$ cat src/rtl/cfgx_pkg.sv
package cfgx_pkg;

   localparam int CFG_W       = 16;
   localparam int LINK_BIT    = 15;
   localparam int ACK_BIT     = 14;
   localparam int DPX_BIT     = 12;
   localparam int SPD_HI      = 11;
   localparam int SPD_LO      = 10;
   localparam int MARK_BIT    = 0;

   localparam logic [1:0]       SPD_RSVD  = 2'b11;
   localparam logic [1:0]       SPD_1000  = 2'b10;
   localparam logic [CFG_W-1:0] ACK_WORD  = 16'h4001;
   localparam logic [CFG_W-1:0] NACK_WORD = 16'h0001;
   localparam logic [CFG_W-1:0] CMP_MASK  = ~(16'h0001 << ACK_BIT);

   typedef enum logic [2:0] {
      ST_IDLE,
      ST_SEND,
      ST_ACK_WAIT,
      ST_TIMER,
      ST_DONE
   } adv_state_e;

   typedef struct packed {
      logic       link;
      logic       full_dpx;
      logic [1:0] speed;
   } link_stat_t;

   function automatic logic [CFG_W-1:0] pack_word(input link_stat_t s);
      logic [CFG_W-1:0] w;
      w                = '0;
      w[MARK_BIT]      = 1'b1;
      w[LINK_BIT]      = s.link;
      w[DPX_BIT]       = s.full_dpx;
      w[SPD_HI:SPD_LO] = s.speed;
      return w;
   endfunction

endpackage

$ cat src/rtl/cfgx_run_count.sv
module cfgx_run_count #(
   parameter int N = 3
) (
   input  logic clk,
   input  logic rst_n,
   input  logic vld,
   input  logic same,
   output logic full_now
);
   localparam int CW = $clog2(N + 1);

   logic [CW-1:0] cnt, nxt;

   always_comb begin
      if (!vld)               nxt = '0;
      else if (!same)         nxt = CW'(1);
      else if (cnt == CW'(N)) nxt = cnt;
      else                    nxt = cnt + CW'(1);
   end

   assign full_now = vld && (nxt == CW'(N));

   always_ff @(posedge clk) begin
      if (!rst_n) cnt <= '0;
      else        cnt <= nxt;
   end
endmodule

$ cat src/rtl/cfgx_link_timer.sv
module cfgx_link_timer #(
   parameter int CYC = 200000
) (
   input  logic clk,
   input  logic rst_n,
   input  logic run,
   output logic expired
);
   localparam int TW = $clog2(CYC);

   logic [TW-1:0] cnt;

   assign expired = run && (cnt == TW'(CYC - 1));

   always_ff @(posedge clk) begin
      if (!rst_n || !run) cnt <= '0;
      else if (!expired)  cnt <= cnt + TW'(1);
   end
endmodule

$ cat src/rtl/cfgx_phy_adv.sv
module cfgx_phy_adv
   import cfgx_pkg::*;
#(
   parameter int MATCH_CNT      = 3,
   parameter int LINK_TIMER_CYC = 200000
) (
   input  logic             clk,
   input  logic             rst_n,
   input  link_stat_t       stat_in,
   input  logic             rx_vld,
   input  logic             rx_ack,
   output logic [CFG_W-1:0] tx_word,
   output logic             tx_vld,
   output logic             done
);
   adv_state_e state, state_nxt;
   link_stat_t adv, want;
   logic       chg, ack_full, tmr_exp;

   // reserved speed code never reaches the word
   always_comb begin
      want = stat_in;
      if (stat_in.speed == SPD_RSVD) want.speed = adv.speed;
   end
   assign chg = (want != adv);

   cfgx_run_count #(.N(MATCH_CNT)) ack_run_i (
      .clk      (clk),
      .rst_n    (rst_n),
      .vld      (rx_vld && rx_ack && (state == ST_ACK_WAIT)),
      .same     (1'b1),
      .full_now (ack_full)
   );

   cfgx_link_timer #(.CYC(LINK_TIMER_CYC)) tmr_i (
      .clk     (clk),
      .rst_n   (rst_n),
      .run     (state == ST_TIMER),
      .expired (tmr_exp)
   );

   always_comb begin
      state_nxt = state;
      unique case (state)
         ST_IDLE:     state_nxt = ST_SEND;
         ST_SEND:     state_nxt = ST_ACK_WAIT;
         ST_ACK_WAIT: if (ack_full) state_nxt = ST_TIMER;
         ST_TIMER: begin
            if (rx_vld && !rx_ack) state_nxt = ST_SEND;
            else if (tmr_exp)      state_nxt = ST_DONE;
         end
         ST_DONE:     state_nxt = ST_DONE;
         default:     state_nxt = ST_IDLE;
      endcase
      // a status change beats every other transition, timer expiry included
      if (chg && state != ST_IDLE) state_nxt = ST_SEND;
   end

   always_ff @(posedge clk) begin
      if (!rst_n) begin
         state <= ST_IDLE;
         adv   <= '{link: 1'b0, full_dpx: 1'b0, speed: SPD_1000};
      end else begin
         state <= state_nxt;
         adv   <= want;
      end
   end

   assign tx_word = pack_word(adv);
   assign tx_vld  = (state == ST_ACK_WAIT) || (state == ST_TIMER);
   assign done    = (state == ST_DONE);
endmodule

$ cat src/rtl/cfgx_mac_ack.sv
module cfgx_mac_ack
   import cfgx_pkg::*;
#(
   parameter int MATCH_CNT = 3
) (
   input  logic             clk,
   input  logic             rst_n,
   input  logic [CFG_W-1:0] in_word,
   input  logic             in_vld,
   output logic [CFG_W-1:0] out_word,
   output logic             out_vld,
   output link_stat_t       stat_out,
   output logic             stat_vld
);
   logic [CFG_W-1:0] last;
   logic             same, took, ack_q;

   assign same = (((in_word ^ last) & CMP_MASK) == '0);

   cfgx_run_count #(.N(MATCH_CNT)) word_run_i (
      .clk      (clk),
      .rst_n    (rst_n),
      .vld      (in_vld && in_word[MARK_BIT]),
      .same     (same),
      .full_now (took)
   );

   always_ff @(posedge clk) begin
      if (!rst_n) begin
         last     <= '0;
         out_vld  <= 1'b0;
         ack_q    <= 1'b0;
         stat_out <= '0;
         stat_vld <= 1'b0;
      end else begin
         if (in_vld) last <= in_word;
         out_vld <= in_vld;
         ack_q   <= took;
         if (took) begin
            stat_out <= '{link: in_word[LINK_BIT], full_dpx: in_word[DPX_BIT],
                          speed: in_word[SPD_HI:SPD_LO]};
            stat_vld <= 1'b1;
         end
      end
   end

   assign out_word = ack_q ? ACK_WORD : NACK_WORD;
endmodule

$ cat src/rtl/cfgx_status_exchange.sv
module cfgx_status_exchange
   import cfgx_pkg::*;
#(
   parameter int MATCH_CNT      = 3,
   parameter int LINK_TIMER_CYC = 200000
) (
   input  logic        clk,
   input  logic        rst_n,
   input  logic        phy_link_up,
   input  logic        phy_full_dpx,
   input  logic [1:0]  phy_speed,
   output logic [15:0] phy_word,
   output logic        phy_word_vld,
   output logic        phy_done,
   output logic [15:0] mac_word,
   output logic        mac_word_vld,
   output logic        mac_link_up,
   output logic        mac_full_dpx,
   output logic [1:0]  mac_speed,
   output logic        mac_status_vld
);
   if (MATCH_CNT < 1) begin : g_bad_match
      $error("MATCH_CNT must be at least 1");
   end
   if (LINK_TIMER_CYC < 2) begin : g_bad_timer
      $error("LINK_TIMER_CYC must be at least 2");
   end

   link_stat_t phy_st, mac_st;

   assign phy_st = {phy_link_up, phy_full_dpx, phy_speed};

   cfgx_phy_adv #(
      .MATCH_CNT      (MATCH_CNT),
      .LINK_TIMER_CYC (LINK_TIMER_CYC)
   ) phy_i (
      .clk     (clk),
      .rst_n   (rst_n),
      .stat_in (phy_st),
      .rx_vld  (mac_word_vld),
      .rx_ack  (mac_word[ACK_BIT]),
      .tx_word (phy_word),
      .tx_vld  (phy_word_vld),
      .done    (phy_done)
   );

   cfgx_mac_ack #(.MATCH_CNT(MATCH_CNT)) mac_i (
      .clk      (clk),
      .rst_n    (rst_n),
      .in_word  (phy_word),
      .in_vld   (phy_word_vld),
      .out_word (mac_word),
      .out_vld  (mac_word_vld),
      .stat_out (mac_st),
      .stat_vld (mac_status_vld)
   );

   assign mac_link_up  = mac_st.link;
   assign mac_full_dpx = mac_st.full_dpx;
   assign mac_speed    = mac_st.speed;
endmodule

$ cat config.mk
export PLATFORM = sky130hd
export DESIGN_NAME = cfgx_status_exchange
export DESIGN_NICKNAME = d
export VERILOG_FILES = /design/src/rtl/cfgx_pkg.sv /design/src/rtl/cfgx_run_count.sv /design/src/rtl/cfgx_link_timer.sv /design/src/rtl/cfgx_phy_adv.sv /design/src/rtl/cfgx_mac_ack.sv /design/src/rtl/cfgx_status_exchange.sv
export SDC_FILE = /design/constraint.sdc
export NUM_CORES = 1
export LEC_CHECK = 0
export ABC_AREA = 1
export BUFFER_PORTS_ARGS = -buffer_cell sky130_fd_sc_hd__clkbuf_2
export CAP_MARGIN = 20
export CORE_ASPECT_RATIO = 1.75
export CORE_MARGIN = 1
export CORE_UTILIZATION = 25
export CTS_CLUSTER_DIAMETER = 100
export DETAILED_ROUTE_END_ITERATION = 10
export SETUP_SLACK_MARGIN = 0.3
export SYNTH_ARGS = -nofsm -noshare
export SYNTH_HDL_FRONTEND = slang
export SYNTH_HIERARCHICAL = 1
export SYNTH_SLANG_ARGS = --single-unit
$ cat constraint.sdc
create_clock -name clk -period 1.5 [get_ports clk]
set_input_delay 0.225 -clock clk [delete_from_list [all_inputs] [get_ports clk]]
set_output_delay 0.225 -clock clk [all_outputs]
set_load 0.02 [all_outputs]
==> results.yml <==
setup_path:
  path_cells: "nand2_1, nand2_1, nand2_1, nor2_1, nand2_1, nor2_2, nand2_2, nor2_4, buf_4, nand2_2, nand2_1"
  worst_setup_path_start_kind: "flop"
  r2r-start: "mac_i/last[0]"
  critical_path_arrival_ns: 1.76
  worstSetupPathType: "reg -> reg"
  cpMaxStageDelayCell: "dfxtp_1"
  crit_path_max_fanout: 8
  cp_common_cell: "nand2_1"
  ff2ff_setup_slack_ns: -0.02
  timing.rr.end: "mac_i/stat_vld"
  worstPathRequired_ns: 1.74
  rr_worst_depth: 11
  critPathCaptureType: "flop"
  max_stage_delay_ns: 0.38
yosys:
  yosys.area.top_type: "dfxtp_1"
  yosysSeqAreaShare_pct: 36.38
  yosysTopAreaCellShare_pct: 36.38
  synthesis.area_mm2: 0.002806
  synth.area.top_cells: "dfxtp_1 36%, nand2_1 13%, nor2_1 11%"
  synth-seq-cells: 51
  syn_avg_cell_area_um2: 6.588
  syn_inst: 426
  yosysWarnings: 6
  synth_cell_types: 30
layout:
  final_util_pct: 37.63
  seqCellArea_mm2: 0.001066
  diodes: 0
  final_common_cell: "nand2_1"
  drive_gt1_share_pct: 38.28
  num-nets-final: 505
  syn_to_final_growth_pct: 45.12
  layout.cells.non_filler: 629
  fillers: 1082
  final_cell_mix: "83 x nand2_1, 52 x nor2_1, 42 x inv_1"
  multi_input_area_mm2: 0.001784
die:
  rows: 50
  die_w_um: 82.09
  start_util_pct: 25.93
  fp.dieH_um: 142.2
  coreArea_mm2: 0.01082
  die-area_mm2: 0.01167
  ios: 46
pwr:
  powerDensity_mw_per_mm2: 1114
  p_int_w: 0.003046
  p_comb_share_pct: 32.7
  power_switching_share_pct: 32.85
  p_sw_w: 0.001490
  seqPwrFrac_pct: 37.4
  max-vdd-ir-drop_mv: 0.8206
  clkPwrFrac_pct: 29.9
  leakage_nw: 1.724
clock_network:
  cts_tree: "yes"
  worstSkewPairLatency_ns: 0.29
  clkSlewWorstSetupHoldPaths_ns: 0.07
  clockBufferDepth: 2
  clock-root-buffer: "clkbuf_16"
  cts_sinks: 51
  htree_levels: 2
  cts_inserted_buffers: 5
run_status:
  violations: "setup timing"
  status: "finished with violations"
sta:
  period_share_pct: 101.2
  finClkSkew_ns: 0.005007
  layout_min_cycle_time_ns: 1.518
  hold_viol: 0
  worst_slack_ns: -0.01800
  drv_slew: 0
  finalSetupViolations: 3
  max_freq_mhz: 658.8
  grt_setup_unrepaired: "yes"
detailed_routing:
  drc: 0
  drtIter0Drc: 101
  via_per_inst: 4.353
  firstDrtPassIters: 4
  totalWireLength_mm: 7.506
  wl_per_cell_um: 11.93
  postRouteAntennaNets: 0
  vias: 2738
placement:
  gp_congestion: 0.8175
  place_inst: 587
  portBuffers: 18
  dpl.hpwl_mm: 4.928
global_route:
  grt_pass1_wl_mm: 11.21
  grt_pass1_vias: 2545
  antenna_found_initial: 0
  track_usage_pct: 12.66
  grt_max_degree: 33
  grt_overflow: 0
job:
  max_cap_violations: 0
min_path:
  min_from: "phy_full_dpx"
  worstHoldPathType: "in -> reg"
  min_path_cells: 3
  min_to: "phy_i/tx_word[12]"
registers in the layout, summed over array words and instances, names as in the netlist:
name / flops
mac_i/ack_q: 1
mac_i/last: 15
mac_i/out_vld: 1
mac_i/stat_out: 4
mac_i/stat_vld: 1
mac_i/word_run_i/cnt: 2
phy_i/ack_run_i/cnt: 2
phy_i/state: 3
phy_i/tmr_i/cnt: 18
phy_i/tx_word: 4
metrics by stage:
stage                     hold WS [ns]  cell area (um^2)  total power [W]  setup TNS (ns)  setup WS (ns)
after floorplan                 0.3084              2962         0.002489               0        0.07826
after global placement          0.4402              3120         0.002606               0        0.05145
after detailed placement        0.4434              3120         0.002637               0        0.01566
after CTS                       0.1364              3638         0.004268               0        0.03798
after global routing            0.1610              4073         0.004768         -0.8310        -0.1210
final                           0.1419              4073         0.004536        -0.03584       -0.01800
cell type report:
class,instances,area share [%]
sequential,51,26.18
inverter,57,5.837
clock buffer,6,3.410
timing repair inverter,1,0.1843
clock inverter,2,0.9524
tap,130,3.994
multi-input combinational,310,43.81
timing repair buffer,72,15.64
worst max-delay path, delay by kind of cell (launching register included):
kind                   cells  cell delay (ns)
DFF                        1             0.38
and+or+nand+nor           10             0.95
buffers and inverters      1             0.15
power groups by stage:
stage	Combinational, W	Sequential [W]	Clock, W
6_report	0.00149	0.00170	0.00136
5_1_grt	0.00160	0.00172	0.00145
4_1_cts	0.00117	0.00170	0.00139
3_5_place_dp	0.000939	0.00170	0
3_3_place_gp	0.000921	0.00168	0
2_1_floorplan	0.000803	0.00169	0
per-layer routing:
| layer | track usage (%) | up-vias | part of all wire (%) |
|---|---|---|---|
| met5 | 0 | - | 0 |
| met4 | 7.479 | 0 | 3.6 |
| met3 | 2.244 | 18 | 3.2 |
| met2 | 24.75 | 74 | 58 |
| met1 | 11.38 | 1254 | 35 |
| li1 | - | 1392 | - |
synth_stat cells:
| cell type | number |
|---|---|
| a21boi_0 | 1 |
| a21oi_1 | 18 |
| a21oi_2 | 1 |
| a31oi_1 | 1 |
| and2_4 | 1 |
| buf_2 | 3 |
| buf_4 | 28 |
| buf_6 | 2 |
| clkbuf_1 | 1 |
| clkinv_1 | 2 |
| conb_1 | 4 |
| dfxtp_1 | 51 |
| ha_1 | 1 |
| inv_1 | 53 |
| inv_2 | 2 |
| nand2_1 | 99 |
| nand2_2 | 6 |
| nand3_1 | 20 |
| nand3_2 | 1 |
| nand3b_2 | 1 |
| nand4_1 | 4 |
| nor2_1 | 79 |
| nor2_2 | 3 |
| nor2_4 | 2 |
| o211a_1 | 1 |
| o21ai_0 | 23 |
| o21bai_1 | 2 |
| or2_0 | 1 |
| xnor2_1 | 12 |
| xor2_1 | 3 |
cells by family (layout without fill, tap and decap cells):
kind of cell / Yosys count / after routing / synth area share (%)
buffers and inverters: 91 / 138 / 16.58
other: 4 / 30 / 0.5348
flip-flops: 51 / 51 / 36.38
XOR/XNOR: 15 / 15 / 4.681
AO/OA/AOI/OAI: 47 / 47 / 9.006
AND/OR/NAND/NOR: 217 / 217 / 32.37
adder cells (fa/ha/maj): 1 / 1 / 0.4458
worst max path at each step:
stage | cells after the start | end | slack [ns] | start
after global placement | 10 | mac_i/stat_out[3] | 0.05 | phy_i/tx_word[12]
after floorplan | 10 | phy_i/state[2] | 0.08 | phy_i/state[1]
after detailed placement | 10 | mac_i/stat_out[2] | 0.02 | phy_i/tx_word[12]
after CTS | 10 | mac_i/stat_out[2] | 0.04 | mac_i/last[12]
final | 11 | mac_i/stat_vld | -0.02 | mac_i/last[0]
after global routing | 10 | phy_i/state[2] | -0.12 | phy_i/state[0]
what timing repair did:
action	in CTS	in global routing
gates cloned	1	0
hold buffers	0	0
resized for setup	66	86
pin swaps	34	38
buffers inserted	15	18
setup endpoints to repair	45	49
Note: power is estimated with default switching activity, not from simulation.
